`src/rtl/fxu_pkg.sv`:
```
package fxu_pkg;
  localparam int OP_W = 3;

  typedef logic [OP_W-1:0] op_t;

  localparam op_t OP_CLR_FILE = 3'b000;
  localparam op_t OP_CLR_W    = 3'b001;
  localparam op_t OP_INVERT   = 3'b010;
  localparam op_t OP_DECR     = 3'b011;
endpackage

```
`src/rtl/fxu_alu.sv`:
```
module fxu_alu #(
  parameter int DATA_W = 8
) (
  input  fxu_pkg::op_t      op_code,
  input  logic              op_dest,
  input  logic [DATA_W-1:0] operand,
  output logic [DATA_W-1:0] res_val,
  output logic              wr_w,
  output logic              wr_file,
  output logic              wr_z,
  output logic              z_val
);
  import fxu_pkg::*;

  always_comb begin
    res_val = '0;
    wr_w    = 1'b0;
    wr_file = 1'b0;
    wr_z    = 1'b0;
    unique case (op_code)
      OP_CLR_FILE: begin
        wr_file = 1'b1;
        wr_z    = 1'b1;
      end
      OP_CLR_W: begin
        wr_w = 1'b1;
        wr_z = 1'b1;
      end
      OP_INVERT: begin
        res_val = ~operand;
        wr_w    = ~op_dest;
        wr_file = op_dest;
        wr_z    = 1'b1;
      end
      OP_DECR: begin
        res_val = operand - 1'b1;
        wr_w    = ~op_dest;
        wr_file = op_dest;
        wr_z    = 1'b1;
      end
      default: ;
    endcase
  end

  assign z_val = (res_val == '0);

  // a decrement of zero must wrap to all ones with zero flag cleared
  always_comb begin
    if (op_code == OP_DECR && operand == '0)
      a_r6_dec_wrap: assert (res_val == {DATA_W{1'b1}} && !z_val);
  end

  // reserved opcodes request no write of any kind
  always_comb begin
    if (op_code[OP_W-1])
      a_r8_reserved_quiet: assert (!wr_w && !wr_file && !wr_z);
  end
endmodule

```
`src/rtl/fxu_regfile.sv`:
```
module fxu_regfile #(
  parameter int DATA_W = 8,
  parameter int DEPTH  = 128,
  localparam int ADDR_W = $clog2(DEPTH)
) (
  input  logic              clk,
  input  logic              rst_n,
  input  logic              we,
  input  logic [ADDR_W-1:0] wr_addr,
  input  logic [DATA_W-1:0] wr_data,
  input  logic [ADDR_W-1:0] rd_addr,
  output logic [DATA_W-1:0] rd_data,
  input  logic [ADDR_W-1:0] dbg_addr,
  output logic [DATA_W-1:0] dbg_data
);
  logic [DATA_W-1:0] mem [DEPTH];

  for (genvar i = 0; i < DEPTH; i++) begin : g_entry
    always_ff @(posedge clk or negedge rst_n) begin
      if (!rst_n)
        mem[i] <= '0;
      else if (we && wr_addr == ADDR_W'(i))
        mem[i] <= wr_data;
    end
  end

  assign rd_data  = mem[rd_addr];
  assign dbg_data = mem[dbg_addr];

  // a written value is visible at the written address on the next cycle
  a_r9_write_lands: assert property (@(posedge clk) disable iff (!rst_n)
    we |=> mem[$past(wr_addr)] == $past(wr_data));

  // with no write the operand address keeps its contents
  a_r7_no_write_hold: assert property (@(posedge clk) disable iff (!rst_n)
    !we |=> mem[$past(rd_addr)] == $past(rd_data));
endmodule

```
`src/rtl/fxu_wreg.sv`:
```
module fxu_wreg #(
  parameter int DATA_W = 8
) (
  input  logic              clk,
  input  logic              rst_n,
  input  logic              we_w,
  input  logic [DATA_W-1:0] w_data,
  input  logic              we_z,
  input  logic              z_data,
  output logic [DATA_W-1:0] w_q,
  output logic              z_q
);
  always_ff @(posedge clk or negedge rst_n) begin
    if (!rst_n) begin
      w_q <= '0;
      z_q <= 1'b0;
    end else begin
      if (we_w) w_q <= w_data;
      if (we_z) z_q <= z_data;
    end
  end

  // without enables both registers hold
  a_r7_wreg_hold: assert property (@(posedge clk) disable iff (!rst_n)
    (!we_w && !we_z) |=> $stable(w_q) && $stable(z_q));
endmodule

```
`src/rtl/fileop_exec_unit.sv`:
```
module fileop_exec_unit #(
  parameter int DATA_W = 8,
  parameter int DEPTH  = 128,
  localparam int ADDR_W = $clog2(DEPTH)
) (
  input  logic              clk,
  input  logic              rst_n,
  input  logic              op_valid,
  output logic              op_ready,
  input  logic [2:0]        op_code,
  input  logic [ADDR_W-1:0] op_addr,
  input  logic              op_dest,
  output logic [DATA_W-1:0] w_out,
  output logic              zero_flag,
  input  logic [ADDR_W-1:0] dbg_addr,
  output logic [DATA_W-1:0] dbg_data
);
  import fxu_pkg::*;

  logic              fire;
  logic [DATA_W-1:0] operand;
  logic [DATA_W-1:0] res_val;
  logic              alu_wr_w, alu_wr_file, alu_wr_z, alu_z;

  assign op_ready = rst_n;
  assign fire     = op_valid && op_ready;

  fxu_regfile #(.DATA_W(DATA_W), .DEPTH(DEPTH)) u_rf (
    .clk      (clk),
    .rst_n    (rst_n),
    .we       (fire && alu_wr_file),
    .wr_addr  (op_addr),
    .wr_data  (res_val),
    .rd_addr  (op_addr),
    .rd_data  (operand),
    .dbg_addr (dbg_addr),
    .dbg_data (dbg_data)
  );

  fxu_alu #(.DATA_W(DATA_W)) u_alu (
    .op_code (op_t'(op_code)),
    .op_dest (op_dest),
    .operand (operand),
    .res_val (res_val),
    .wr_w    (alu_wr_w),
    .wr_file (alu_wr_file),
    .wr_z    (alu_wr_z),
    .z_val   (alu_z)
  );

  fxu_wreg #(.DATA_W(DATA_W)) u_wreg (
    .clk    (clk),
    .rst_n  (rst_n),
    .we_w   (fire && alu_wr_w),
    .w_data (res_val),
    .we_z   (fire && alu_wr_z),
    .z_data (alu_z),
    .w_q    (w_out),
    .z_q    (zero_flag)
  );

  // both clear operations leave the zero flag set
  a_r2_r3_clear_sets_z: assert property (@(posedge clk) disable iff (!rst_n)
    (op_valid && (op_code == OP_CLR_FILE || op_code == OP_CLR_W)) |=> zero_flag);

  // clear-working empties the working register
  a_r3_clrw_zero: assert property (@(posedge clk) disable iff (!rst_n)
    (op_valid && op_code == OP_CLR_W) |=> w_out == '0);

  // with destination W, flag agrees with the new working value
  a_r4_r5_z_tracks_w: assert property (@(posedge clk) disable iff (!rst_n)
    (op_valid && !op_dest && (op_code == OP_INVERT || op_code == OP_DECR))
      |=> zero_flag == (w_out == '0));

  // destination 1 never disturbs the working register
  a_r4_r5_dest_file_keeps_w: assert property (@(posedge clk) disable iff (!rst_n)
    (op_valid && op_dest && op_code != OP_CLR_W) |=> $stable(w_out));

  // an idle cycle changes neither W nor Z
  a_r7_idle_hold: assert property (@(posedge clk) disable iff (!rst_n)
    !op_valid |=> $stable(w_out) && $stable(zero_flag));

  // never stalls outside reset
  a_r10_ready: assert property (@(posedge clk) disable iff (!rst_n) op_ready);
endmodule

```
`config.mk`:
```
export PLATFORM = sky130hd
export DESIGN_NAME = fileop_exec_unit
export DESIGN_NICKNAME = d
export VERILOG_FILES = /design/src/rtl/fxu_pkg.sv /design/src/rtl/fxu_alu.sv /design/src/rtl/fxu_regfile.sv /design/src/rtl/fxu_wreg.sv /design/src/rtl/fileop_exec_unit.sv
export SDC_FILE = /design/constraint.sdc
export NUM_CORES = 2
export LEC_CHECK = 0
export ABC_CLOCK_PERIOD_IN_PS = 9600
export BUFFER_PORTS_ARGS = -buffer_cell sky130_fd_sc_hd__buf_4
export CAP_MARGIN = 20
export CELL_PAD_IN_SITES_DETAIL_PLACEMENT = 0
export CELL_PAD_IN_SITES_GLOBAL_PLACEMENT = 1
export CORE_ASPECT_RATIO = 0.6
export CORE_MARGIN = 4
export CORE_UTILIZATION = 35
export CTS_BUF_LIST = sky130_fd_sc_hd__clkbuf_8
export DETAILED_ROUTE_END_ITERATION = 12
export PLACE_DENSITY_LB_ADDON = 0.25
export RECOVER_POWER = 100
export SKIP_LAST_GASP = 1
export SLEW_MARGIN = 20
export SYNTH_ARGS = -nofsm -noshare
export SYNTH_HDL_FRONTEND = slang
export SYNTH_HIERARCHICAL = 1
export SYNTH_SLANG_ARGS = --single-unit
```
`constraint.sdc`:
```
create_clock -name clk -period 9.6 [get_ports clk]
set_input_delay 0 -clock clk [delete_from_list [all_inputs] [get_ports clk]]
set_output_delay 0 -clock clk [all_outputs]
set_load 0.02 [all_outputs]
```
# Word level (Yosys, flattened, before mapping)
# Index checks and enable logic that the tools add are counted.
[classes]
addsub = 1
order_cmp = 2
eq_ne = 130
mux = 10
bitwise_logic = 4
n_reduce_logical = 137
[ops]
columns = ["cell", "count"]
rows = [
  ["$eq 7x7->1 const B", 64],
  ["$eq 7x6->1 const B", 32],
  ["$logic_and 1x1->1", 132],
  ["$bmux 8 s7", 2],
  ["$eq 7x5->1 const B", 16],
  ["$eq 7x4->1 const B", 8],
  ["$mux 8", 4],
  ["$eq 7x3->1 const B", 4],
  ["$ge 8x8->1 const B", 2],
  ["$not 7->8", 2],
  ["$pmux 8 s2", 1],
  ["$eq 7x2->1 const B", 2],
  ["$logic_not 8->1", 1],
  ["$not 8->8", 1],
  ["$sub 8x1->8 const B", 1],
  ["$eq 7x1->1 const B", 1],
  ["$logic_not 7->1", 1],
  ["$eq 3x2->1 const B", 2],
  ["$pmux 1 s2", 2],
  ["$reduce_or 4->1", 1],
  ["$eq 3x1->1 const B", 1],
  ["$logic_not 3->1", 1],
  ["$reduce_or 2->1", 1],
  ["$mux 1", 1],
  ["$not 1->1", 1],
]
[word_totals]
register_bits = 1033
input_bits = 21
output_inout_bits = 18

# Depth between registers and ports, before layout
[logic_depth]
word_depth = 7
depth_mapped = 15
ltp_nobuf = 11

# Cells and area by module
# Netlist, hierarchy kept.
[modules_own_cells]
columns = ["mod", "instances", "cells_per_inst", "area_each_um2"]
rows = [
  ["fxu_regfile", 1, 3194, 54408.4],
  ["fxu_wreg", 1, 19, 367.9],
  ["fxu_alu", 1, 49, 335.3],
  ["fileop_exec_unit", 1, 4, 26.3],
]

# Least setup slack after synthesis
# OpenSTA, ideal clock, no wires.
[synth_timing]
path_kind = "input -> register"
start = "input op_addr[0]"
end = "register u_rf/mem[1004] in the netlist's numbering"
setup_time_ns = 0.065
arrival_time_ns = 4.164
t_required_ns = 9.535
setup_slack_ns = 5.371
stages = 13
cell_sequence = "clkbuf_1 -> buf_1 -> mux4_2 -> mux4_2 -> mux4_2 -> mux2_2 -> inv_1 -> ha_1 -> or3b_4 -> a2111oi_4 -> clkbuf_1 -> clkbuf_1 -> mux2_2"
[synth_between]
elab_chain_len = 6
elab_cells_between_ends = 9
classes_between = "add/sub (1); eq/ne (1); mux (4); bitwise (2); reduce/logical (1)"
[synth_rtl]
columns = ["element", "line", "source"]
rows = [
  ["from (decl)", "fileop_exec_unit.sv:11", "input logic [ADDR_W-1:0] op_addr,"],
  ["$not 7->8 (implied by the code)", "fxu_regfile.sv:27", "assign rd_data = mem[rd_addr];"],
  ["$bmux 8 s7", "fxu_regfile.sv:27", ""],
  ["$mux 8 (implied by the code) (2 in series)", "fxu_regfile.sv:27", ""],
  ["net operand[0]", "fileop_exec_unit.sv:21", "logic [DATA_W-1:0] operand;"],
  ["$sub 8x1->8", "fxu_alu.sv:36", "res_val = operand - 1'b1;"],
  ["$pmux 8 s2", "fxu_alu.sv:20", "unique case (op_code)"],
  ["net res_val[4]", "fileop_exec_unit.sv:22", "logic [DATA_W-1:0] res_val;"],
  ["to (signal, indexed assignment)", "fxu_regfile.sv:23", "mem[i] <= wr_data;"],
  ["to (decl)", "fxu_regfile.sv:16", "logic [DATA_W-1:0] mem [DEPTH];"],
]
# The timed path passes the listed nets, and every way through them passes these cells. The select of a mux whose other input is x is not followed.
# A chain may end at the register's enable or synchronous reset.

# Worst setup path in the final report
[layout_timing]
start = "input op_addr[0]"
end = "register u_wreg.z_q"
[layout_between]
elab_chain_len = 7
elab_cells_between_ends = 8
classes_between = "add/sub (1); mux (4); bitwise (2); reduce/logical (1)"
[layout_rtl]
columns = ["element", "line", "source"]
rows = [
  ["$not 7->8 (implied by the code)", "fxu_regfile.sv:27", ""],
  ["$bmux 8 s7", "fxu_regfile.sv:27", ""],
  ["$mux 8 (implied by the code) (2 in series)", "fxu_regfile.sv:27", ""],
  ["net operand[2]", "fileop_exec_unit.sv:21", ""],
  ["$sub 8x1->8", "fxu_alu.sv:36", ""],
  ["$pmux 8 s2", "fxu_alu.sv:20", ""],
  ["net res_val[4]", "fileop_exec_unit.sv:22", ""],
  ["$logic_not 8->1", "fxu_alu.sv:45", "assign z_val = (res_val == '0);"],
  ["net alu_z", "fileop_exec_unit.sv:23", "logic alu_wr_w, alu_wr_file, alu_wr_z, alu_z;"],
  ["to (signal assigned)", "fxu_wreg.sv:19", "if (we_z) z_q <= z_data;"],
  ["to (decl)", "fxu_wreg.sv:11", "output logic z_q"],
]
# The timed path passes the listed nets, and every way through them passes these cells. The select of a mux whose other input is x is not followed.

==> impl_metrics.tcl <==
set metrics [dict create \
    outcome "finished, violations left" \
    violations "capacitance limit, slew limit" \
    required_ps 10360 \
    syn_area_um2 55100 \
    critical_path_buf_inv_count 5 \
    slowest_delay_ps 1410 \
    total_power_mw 8.99 \
    ctsHtreeMaxLevel 4 \
    drtAntennaViolNets 0 \
    syn-num-nets 3288 \
    nets 3324 \
    clk_pin_slew_worst_paths_ps 70 \
    power.density_nw_per_um2 147 \
    die_area_um2 164000 \
    rows 112 \
    hold_buffers 6 \
    hold_path_class "input pin to register" \
    ctsResizeCount 0 \
    worst_pin_slew_ps 4020 \
    rsz0062_at_grt "false" \
    n_fill_cell 14400 \
    path_cells "buf_8, buf_4, clkbuf_1, mux4_2, mux4_2, mux4_2, mux2_2, or3b_2, a2111oi_0, buf_4, a211o_1, nor4_1, mux2_2, dlygate4sd3_1" \
    mostFrequentLayoutCells "dfrtp_1 (1033), mux2_2 (1032), mux4_2 (672)" \
    ioPinCount 39 \
    arrival_ps 7860 \
    multiInputGateArea_um2 28000 \
    insertion_delay_ps 870 \
    vias 33000 \
    yosys_warnings 6 \
    hold_violations 0 \
    grt_max_degree 159 \
    finalSetupViolCount 0 \
    cp_max_fo 95 \
    cts_setup_buffers 0 \
    maxCapViolCount 20 \
    initial_utilization_pct 35.4 \
    cpMostUsedCell "mux4_2" \
    grt_overflow 0 \
    final_common_cell "dfrtp_1" \
    start_kind "input pin" \
    grtUsageTotal_pct 22.0 \
    fin_skew_ps 31.6 \
    drv_slew 909 \
    synth_cells 3266 \
    finalCriticalPeriod_ps 7100 \
    tritoncts "done" \
    yosysUniqueCellTypes 37 \
    synth.avg_cell_area_um2 16.9 \
    die_x_um 520 \
    crit_slowest_cell "clkbuf_1" \
    drive_gt1_share_pct 59.1 \
    gp_congestion 0.820 \
    drtIter0Drc 2889 \
    area_delta_synth_final_pct 10.5 \
    viasPerCell 5.96 \
    ys_seq_elements 1033 \
    antenna_found_initial 20 \
    clock-root-buffer "clkbuf_8" \
    clockBufferDepth 3 \
    cp_top_family "buffers and inverters" \
    ir_drop_v 0.000136 \
    hpwl_um 112000 \
    seq_area_frac_synth_pct 46.9 \
    clock.fmax_mhz 141 \
    seq_area_um2 25800 \
    period_share_pct 74.0 \
    tns_ps 0 \
    drc 0 \
    wl_um 179000 \
    numCtsBuffers 165 \
    cp-end-kind "register" \
    clock-sinks 1033 \
    grt_pass1_vias 33700 \
    die_h_um 315 \
    drt_pass1_iterations 6 \
    grt_pass1_wl_um 262000 \
    slew_headroom_pct -168 \
    core-area_um2 156000 \
    p_leak_nw 27.3 \
    port_buffers 38 \
    path_class "input pin to register" \
    routedWlPerCell_um 32.3 \
]
[area by class of cell]
class                           count  share of cell area [%]
Multi-Input combinational cell   1936                    46.0
Sequential cell                  1033                    42.4
Clock buffer                      211                    4.77
Tap cell                         2109                    4.33
Timing Repair Buffer              162                    1.68
Clock inverter                     78                   0.700
Antenna cell                       12                  0.0493
Inverter                            4                  0.0246
[state kept, by name (all words and copies together), names as in the netlist]
register	flops
u_wreg/z_q	1
u_wreg/w_q	8
u_rf/mem	1024
[stage by stage]
| step | util, % | worst slack [ps] | std cells | hold slack [ps] | cell area, um^2 |
|---|---|---|---|---|---|
| 2_1_floorplan | - | 5370 | 3266 | -296 | 55100 |
| 3_3_place_gp | 37.2 | 3540 | 5237 | -119 | 58000 |
| 3_5_place_dp | 37.2 | 3480 | 5237 | -118 | 58000 |
| 4_1_cts | 39.3 | 3910 | 5532 | 54.0 | 61400 |
| 5_1_grt | 39.0 | 1960 | 5534 | 75.9 | 60900 |
| 6_report | 39.1 | 2500 | 5545 | 89.4 | 60900 |
[metal layers]
layer	global-route usage, %	wire [um]	part of all wire [%]	vias up
li1	-	-	-	13000
met3	5.85	15500	8.6	246
met5	0	26	0.015	-
met1	35.1	87500	49	18500
met4	5.12	3480	1.9	4
met2	29.4	72800	41	1217
[synth_stat cells (all sizes together)]
| cell type | number | area [um^2] |
|---|---|---|
| nand2b | 5 | 31.3 |
| nor4 | 2 | 12.5 |
| nand3 | 5 | 25.0 |
| clkbuf | 201 | 754 |
| nor3 | 4 | 20.0 |
| inv | 4 | 15.0 |
| or2 | 2 | 12.5 |
| a21oi | 5 | 25.0 |
| a31oi | 1 | 6.26 |
| and3b | 4 | 35.0 |
| and3 | 5 | 31.3 |
| and2 | 2 | 12.5 |
| a211o | 1 | 8.76 |
| a211oi | 1 | 7.51 |
| nor2 | 87 | 327 |
| and4bb | 1 | 12.5 |
| xnor2 | 3 | 26.3 |
| or3 | 1 | 6.26 |
| or3b | 4 | 37.5 |
| nand2 | 60 | 225 |
| nor3b | 5 | 37.5 |
| a2111oi | 1 | 27.5 |
| mux2 | 1049 | 11800 |
| o31ai | 1 | 7.51 |
| mux4 | 672 | 15100 |
| dfrtp | 1033 | 25800 |
| nor2b | 8 | 50.1 |
| mux2i | 3 | 30.0 |
| nand3b | 2 | 15.0 |
| buf | 92 | 490 |
| xor2 | 1 | 8.76 |
| ha | 1 | 12.5 |
[worst paths after layout]
path                                  to  slack (ps)  depth (start not counted)           from
max in group asynchronous  u_rf/mem[892]        3230                          5          rst_n
max                           u_wreg/z_q        2500                         14     op_addr[0]
min reg2reg                u_wreg/w_q[5]         490                          1  u_wreg/w_q[5]
min in group asynchronous  u_rf/mem[666]        2170                          4          rst_n
max reg2reg                u_rf/mem[457]        3070                         10   u_rf/mem[64]
min                        u_wreg/w_q[0]          90                          5        op_dest
[kinds of logic (layout without fill, tap and decap cells)]
family | count (synthesis) | in the layout | synth area share [%]
AO/OA/AOI/OAI | 10 | 10 | 0.150
AND/OR/NAND/NOR | 197 | 197 | 1.62
flip-flops | 1033 | 1033 | 46.9
XOR/XNOR | 4 | 4 | 0.0635
other | 0 | 12 | 0
adder cells (fa/ha/maj) | 1 | 1 | 0.0227
multiplexers | 1724 | 1724 | 49.0
buffers and inverters | 297 | 455 | 2.29
[where the power goes]
group	switching [mW]	total (mW)	internal (mW)
sequential	0.0320	4.43	4.39
clock	1.89	3.94	2.05
combinational	0.419	0.626	0.207
total	2.34	8.99	6.65
[worst reg2reg max path, cell delays in order (launching register included)]
cell,delay [ps]
dfrtp_1,400
mux4_2,530
mux4_2,540
mux4_2,530
mux2_1,410
inv_1,110
ha_1,280
a211oi_4,230
clkbuf_1,2180
buf_4,900
mux2_2,360
Note: power is estimated with default switching activity, not from simulation.
